===== config.mk =====
export PLATFORM = sky130hd
export DESIGN_NAME = bitsync_dpll
export DESIGN_NICKNAME = d
export VERILOG_FILES = /design/src/rtl/bitsync_pkg.sv /design/src/rtl/bitsync_sampler.sv /design/src/rtl/bitsync_nco.sv /design/src/rtl/bitsync_dcd.sv /design/src/rtl/bitsync_dpll.sv
export SDC_FILE = /design/constraint.sdc
export NUM_CORES = 1
export LEC_CHECK = 0
export BUFFER_PORTS_ARGS = -buffer_cell sky130_fd_sc_hd__buf_4
export CELL_PAD_IN_SITES_DETAIL_PLACEMENT = 0
export CELL_PAD_IN_SITES_GLOBAL_PLACEMENT = 1
export CORE_ASPECT_RATIO = 0.9
export CORE_UTILIZATION = 27
export DETAILED_ROUTE_END_ITERATION = 8
export GPL_TIMING_DRIVEN = 1
export PLACE_DENSITY = 0.55
export RECOVER_POWER = 100
export SYNTH_ARGS = -nofsm -noshare
export SYNTH_HDL_FRONTEND = slang
export SYNTH_SLANG_ARGS = --single-unit

===== constraint.sdc =====
create_clock -name clk_i -period 3.15 [get_ports clk_i]
set_input_delay 0.63 -clock clk_i [delete_from_list [all_inputs] [get_ports clk_i]]
set_output_delay 0.63 -clock clk_i [all_outputs]
set_load 0.005 [all_outputs]

===== src/rtl/bitsync_pkg.sv =====
package bitsync_pkg;
  localparam int unsigned PH_W_DEF     = 8;   // accumulator width
  localparam int unsigned OSR_LOG_DEF  = 3;   // log2 of oversampling
  localparam int unsigned GAIN_DEF     = 3;   // error shift
  localparam int unsigned WIN_BITS_DEF = 64;  // carrier window in bits
  localparam int unsigned TOL_DEF      = 32;  // good-edge tolerance
endpackage


===== src/rtl/bitsync_sampler.sv =====
module bitsync_sampler (
  input  logic clk_i,
  input  logic rst_ni,
  input  logic rx_i,
  output logic level_o,
  output logic edge_o
);
  logic level_q, prev_q;

  always_ff @(posedge clk_i or negedge rst_ni) begin
    if (!rst_ni) begin
      level_q <= 1'b0;
      prev_q  <= 1'b0;
    end else begin
      level_q <= rx_i;
      prev_q  <= level_q;
    end
  end

  assign level_o = level_q;
  assign edge_o  = level_q ^ prev_q;
endmodule


===== src/rtl/bitsync_nco.sv =====
module bitsync_nco #(
  parameter int unsigned PH_W       = 8,
  parameter int unsigned OSR_LOG    = 3,
  parameter int unsigned GAIN_SHIFT = 3
) (
  input  logic                   clk_i,
  input  logic                   rst_ni,
  input  logic                   edge_i,
  input  logic                   freeze_i,
  output logic [PH_W-1:0]        phase_o,
  output logic signed [PH_W-1:0] err_o,
  output logic                   mid_o
);
  localparam int unsigned STEP = 2 ** (PH_W - OSR_LOG);

  logic [PH_W-1:0]        acc_q, acc_d;
  logic signed [PH_W-1:0] corr;
  logic signed [PH_W+1:0] inc;

  assign err_o = $signed(acc_q);    // expected edge phase is zero
  assign corr  = err_o >>> GAIN_SHIFT;

  always_comb begin
    inc = (PH_W+2)'(STEP);
    if (edge_i && !freeze_i) inc = inc - {{2{corr[PH_W-1]}}, corr};
    acc_d = acc_q + inc[PH_W-1:0];
  end

  always_ff @(posedge clk_i or negedge rst_ni) begin
    if (!rst_ni) acc_q <= '0;
    else         acc_q <= acc_d;
  end

  assign phase_o = acc_q;
  assign mid_o   = !acc_q[PH_W-1] && acc_d[PH_W-1];
endmodule


===== src/rtl/bitsync_dcd.sv =====
module bitsync_dcd #(
  parameter int unsigned PH_W      = 8,
  parameter int unsigned WIN_TICKS = 512,
  parameter int unsigned TOL       = 32,
  parameter int unsigned THR_W     = 7
) (
  input  logic                   clk_i,
  input  logic                   rst_ni,
  input  logic                   edge_i,
  input  logic signed [PH_W-1:0] err_i,
  input  logic [THR_W-1:0]       thresh_i,
  output logic                   dcd_o,
  output logic                   win_end_o
);
  localparam int unsigned WIN_W = $clog2(WIN_TICKS);
  localparam int unsigned CNT_W = $clog2(WIN_TICKS + 1);
  localparam logic signed [PH_W-1:0] TOL_P = PH_W'(TOL);
  localparam logic signed [PH_W-1:0] TOL_N = -TOL_P;

  logic [WIN_W-1:0] win_q;
  logic [CNT_W-1:0] cnt_q, cnt_sum;
  logic             good, dcd_q;

  assign good      = edge_i && (err_i >= TOL_N) && (err_i <= TOL_P);
  assign cnt_sum   = cnt_q + CNT_W'(good);
  assign win_end_o = (win_q == WIN_W'(WIN_TICKS - 1));

  always_ff @(posedge clk_i or negedge rst_ni) begin
    if (!rst_ni) begin
      win_q <= '0;
      cnt_q <= '0;
      dcd_q <= 1'b0;
    end else begin
      win_q <= win_end_o ? '0 : win_q + 1'b1;
      if (win_end_o) begin
        cnt_q <= '0;
        dcd_q <= cnt_sum > CNT_W'(thresh_i);
      end else begin
        cnt_q <= cnt_sum;
      end
    end
  end

  assign dcd_o = dcd_q;
endmodule


===== src/rtl/bitsync_dpll.sv =====
module bitsync_dpll
  import bitsync_pkg::*;
#(
  parameter int unsigned PH_W       = PH_W_DEF,
  parameter int unsigned OSR_LOG    = OSR_LOG_DEF,
  parameter int unsigned GAIN_SHIFT = GAIN_DEF,
  parameter int unsigned WIN_BITS   = WIN_BITS_DEF,
  parameter int unsigned TOL        = TOL_DEF,
  parameter int unsigned THR_W      = $clog2(WIN_BITS) + 1
) (
  input  logic             clk_i,
  input  logic             rst_ni,
  input  logic             rx_data_i,
  input  logic             tx_en_i,
  input  logic             clk_inv_i,
  input  logic [THR_W-1:0] carrier_thr_i,
  output logic             bit_clk_o,
  output logic             rx_data_o,
  output logic             carrier_o
);
  localparam int unsigned WIN_TICKS = WIN_BITS << OSR_LOG;

  logic                   rx_level, rx_edge, mid, win_end, rx_q;
  logic [PH_W-1:0]        phase;
  logic signed [PH_W-1:0] err;

  bitsync_sampler u_samp (
    .clk_i  (clk_i),
    .rst_ni (rst_ni),
    .rx_i   (rx_data_i),
    .level_o(rx_level),
    .edge_o (rx_edge)
  );

  bitsync_nco #(.PH_W(PH_W), .OSR_LOG(OSR_LOG), .GAIN_SHIFT(GAIN_SHIFT)) u_nco (
    .clk_i   (clk_i),
    .rst_ni  (rst_ni),
    .edge_i  (rx_edge),
    .freeze_i(tx_en_i),
    .phase_o (phase),
    .err_o   (err),
    .mid_o   (mid)
  );

  bitsync_dcd #(.PH_W(PH_W), .WIN_TICKS(WIN_TICKS), .TOL(TOL), .THR_W(THR_W)) u_dcd (
    .clk_i    (clk_i),
    .rst_ni   (rst_ni),
    .edge_i   (rx_edge),
    .err_i    (err),
    .thresh_i (carrier_thr_i),
    .dcd_o    (carrier_o),
    .win_end_o(win_end)
  );

  always_ff @(posedge clk_i or negedge rst_ni) begin
    if (!rst_ni)  rx_q <= 1'b0;
    else if (mid) rx_q <= rx_level;
  end

  assign rx_data_o = rx_q;
  assign bit_clk_o = phase[PH_W-1] ^ clk_inv_i;
endmodule


==> key figures <==
Yosys
  – Mapped Cells: ~190
  – Ys Warns: 0
  – Synth Area in Adders: 14.0%
  – Post-Syn Area: 1840 sq um
  – Yosys reg bits: 31
  – Synth cell types: 40
  – Seq/Total Area, Yosys: ~42%
  – Syn avg cell area: between 9 and 10 sq um
  – Share of the synthesized area in the top cell type: 42.2%
  – Post-synth top area cell: dfrtp_1
  – Post-synthesis simple-gate area fraction: 20.1%
  – Compound-Gate Fraction of Synth Area: 7.90%
  – Fraction of synthesized area in multiplexers: 0.613%
  – Largest family of logic cells by synthesized area: simple AND/OR/NAND/NOR gates
  – Synth top area cells: dfrtp_1 (42%), ha_1 (13%), xnor2_1 (6.7%)
  – Synth Area in XOR/XNOR: 10.5%
  – Synthesized net count: 218

Finish
  – Number of fill cells: 720
  – Ant diodes: 0
  – Final nets: 239
  – Area Overhead vs Synth: 17.9%
  – Layout cells sized above 1: 16.5%

Clock network
  – CTS root buffer: clkbuf_8
  – Latest clock arrival within the worst-skew pair: 280 ps
  – CTS tree: built
  – CTS Hold Buffers Added: 0
  – CTS sink count: 31
  – CTS buffer count: 5
  – Clock buffer depth: 2
  – H-tree depth: 2
  – Clock transition at the registers of the reported paths: about 60 ps

Setup path
  – Worst Reg-to-Reg Cells: 16
  – Max incr delay on CP: 400 ps
  – Crit-path leading delay family: simple AND/OR/NAND/NOR gates
  – Worst Setup EP: u_dcd.dcd_o
  – Crit path from: u_nco.err_o[3]
  – Kind of end point of the critical path: flip-flop
  – Arrival @ worst endpoint: between 3000 and 4000 ps
  – CP Depth: 16
  – CP required: 3310 ps
  – Capturing point of the worst reg2reg path: u_dcd.dcd_o
  – Crit Path Category: flip-flop to flip-flop
  – CP max stage cell: dfrtp_1
  – Critical path buffers and inverters: 1
  – R2R Path Start: u_nco.err_o[3]
  – Reg2Reg Setup Slack: 170 ps
  – CP Launch Type: flip-flop
  – Crit path cell chain: inv_1 > ha_4 > nand3_1 > a211oi_2 > a31oi_1 > nor2_1 > ha_2 > nand4_1 > or2_4 > xnor2_2 > ha_1 > and4_1 > o21ai_0 > a31oi_1 > o21ai_1 > nand3_1
  – Worst Path Max Fanout: 4

Global route
  – First-pass GRT wire length: 6150 um
  – GRT busiest layer: met2
  – GRT overflow: 0
  – Met2 usage: 18.2%
  – Total GRT Usage: between 10 and 15%
  – Number of global-route vias before repair: 1,346
  – GR Layer Usage met1: 14.8%
  – Largest net degree at the start of global routing: 32
  – Antenna violations before repair: 0
  – Global routing usage on met3: 4.11%

Timing
  – Final worst path period share: 94.6%
  – Final setup viols: 0
  – Peak Freq: 336 MHz
  – Least-Margin Pin Slew: between 1500 and 2000 ps
  – Layout Skew: 5.13 ps
  – Fin. Hold Viols: 0
  – Count of pins over their slew limit: 32
  – Tmin final: 2980 ps
  – Worst hold slack: 443 ps
  – Headroom to the max-slew limit: -13.7%
  – TNS Setup: 0 ps

Floorplan
  – Height of the die: between 80 and 90 um
  – Die Wd: between 80 and 90 um
  – Die Footprint: 7140 sq um
  – Top Ports: 15
  – Row Count: 28
  – Core area: 6590 sq um
  – Initial Util: 27.9%

Detailed routing
  – Final ANT Viol Nets: 0
  – Routed WL per cell: 11.6 um
  – First-pass iteration count of the detailed router: 4
  – # DRC: 0
  – Routed WL: 3440 um
  – Drt via density: 4.28
  – DR vias: 1,268
  – DRT iter0 DRCs: between 50 and 60

Placed design
  – GPL Wtd Cong: 0.737
  – Hpwl dp: 2420 um
  – Buffers on Ports: 14

Outcome
  – Outcome: complete, but fails checks
  – Violated checks: max-capacitance violations, max-slew violations

Run
  – Max-Cap Viols: 1

Min path
  – Min-delay worst type: flip-flop to flip-flop
  – Hold Startpoint: u_samp.level_o

Pwr
  – Lkg Pwr: 0.00104 uW
  – Pwr Density: 701 nW/um^2
  – Peak VDD IR: 0.170 mV
-- Yosys cell counts, drive strengths merged --
cell,number
ha,19
nand4,3
and2,1
dfrtp,31
or4b,1
nor2b,9
xor2,8
or2,2
or3,1
buf,1
xnor2,14
nand3,10
a211oi,1
nor2,26
clkbuf,2
o21ai,4
a21boi,1
fa,1
nor4,1
a41oi,1
nand2,4
nor3,3
o32ai,1
nand2b,1
mux2,1
a21oi,5
or2b,1
o21a,1
a21o,3
inv,19
and3,4
and4,1
a31oi,2
o31a,1
a31o,1
nand3b,1
-- metrics by stage --
step	area [sq um]	setup slack (ps)	power, uW	std cells	utilization (%)
floorplan	1840	416	1040	186	-
global placement	2050	185	1230	288	31.1
detailed placement	2050	137	1210	288	31.1
CTS	2120	94.0	1510	294	32.2
global route	2170	-29.9	1680	296	32.9
finish	2170	170	1520	296	32.9
-- power by group --
group          total [uW]  leakage, uW  internal (uW)  switching, uW
logic                 640     0.000618            320            320
clock network         287    0.0000371            147            140
registers             593     0.000380            495           98.0
-- sequential cells by signal, indices dropped and copies added, names as in the netlist --
signal          cells
u_dcd.cnt_q        10
u_dcd.win_q         9
u_nco.err_o         8
rx_data_o           1
u_dcd.dcd_o         1
u_samp.level_o      1
u_samp.prev_q       1
-- worst min path at each step --
stage	endpoint	depth (start not counted)
after floorplan	rx_data_o	0
after global routing	u_samp.prev_q	0
after detailed placement	u_samp.prev_q	0
after global placement	u_samp.prev_q	0
final	u_samp.prev_q	0
after CTS	u_nco.err_o[1]	1
-- placed cells by master (no fill, tap or decap), types with 3 or more instances in the layout --
master and instances:
nand4_1 3, clkbuf_8 5, xnor2_1 12, nor2_1 26, nand2_1 4, a21o_1 3, and3_1 4, dfrtp_1 31
buf_4 12, nor2b_1 8, nand3_1 10, a21oi_1 5, ha_1 17, inv_1 19, clkbuf_4 4, xor2_1 8
-- worst reg2reg max path: cells and delay by family (launching register included) --
kind | cells | cell delay, ps
AO/OA/AOI/OAI | 5 | 570
adder cells (fa/ha/maj) | 3 | 680
flip-flops | 1 | 400
XOR/XNOR | 1 | 140
buffers and inverters | 1 | 130
AND/OR/NAND/NOR | 6 | 930
-- final cells by class --
| type | count | area [sq um] | area share (%) |
|---|---|---|---|
| Clock buffer | 6 | 72.6 | 3.35 |
| Timing Repair Buffer | 17 | 124 | 5.72 |
| Tap cell | 90 | 113 | 5.20 |
| Inverter | 19 | 71.3 | 3.29 |
| Multi-Input combinational cell | 133 | 1010 | 46.7 |
| Sequential cell | 31 | 776 | 35.8 |
-- what timing repair did --
| action | CTS | global route |
|---|---|---|
| endpoints found under the hold margin | 0 | 0 |
| endpoints found under the setup margin | 0 | 1 |
| buffers inserted | 0 | 2 |
| resized for setup | 0 | 7 |
-- layer usage --
metal,part of all wire (%),vias to the layer above
li1,-,659
met1,50,590
met2,45,13
met3,3.8,6
met4,1.7,0
met5,0,-
-- kinds of logic after synthesis --
logic type / after synthesis
and+or+nand+nor: 69
DFF: 31
buffers and inverters: 22
xor gates and xnor gates: 22
AOI/OAI and AO/OA: 21
adders and majority gates: 20
muxes: 1
(Power assumes the default switching activity.)
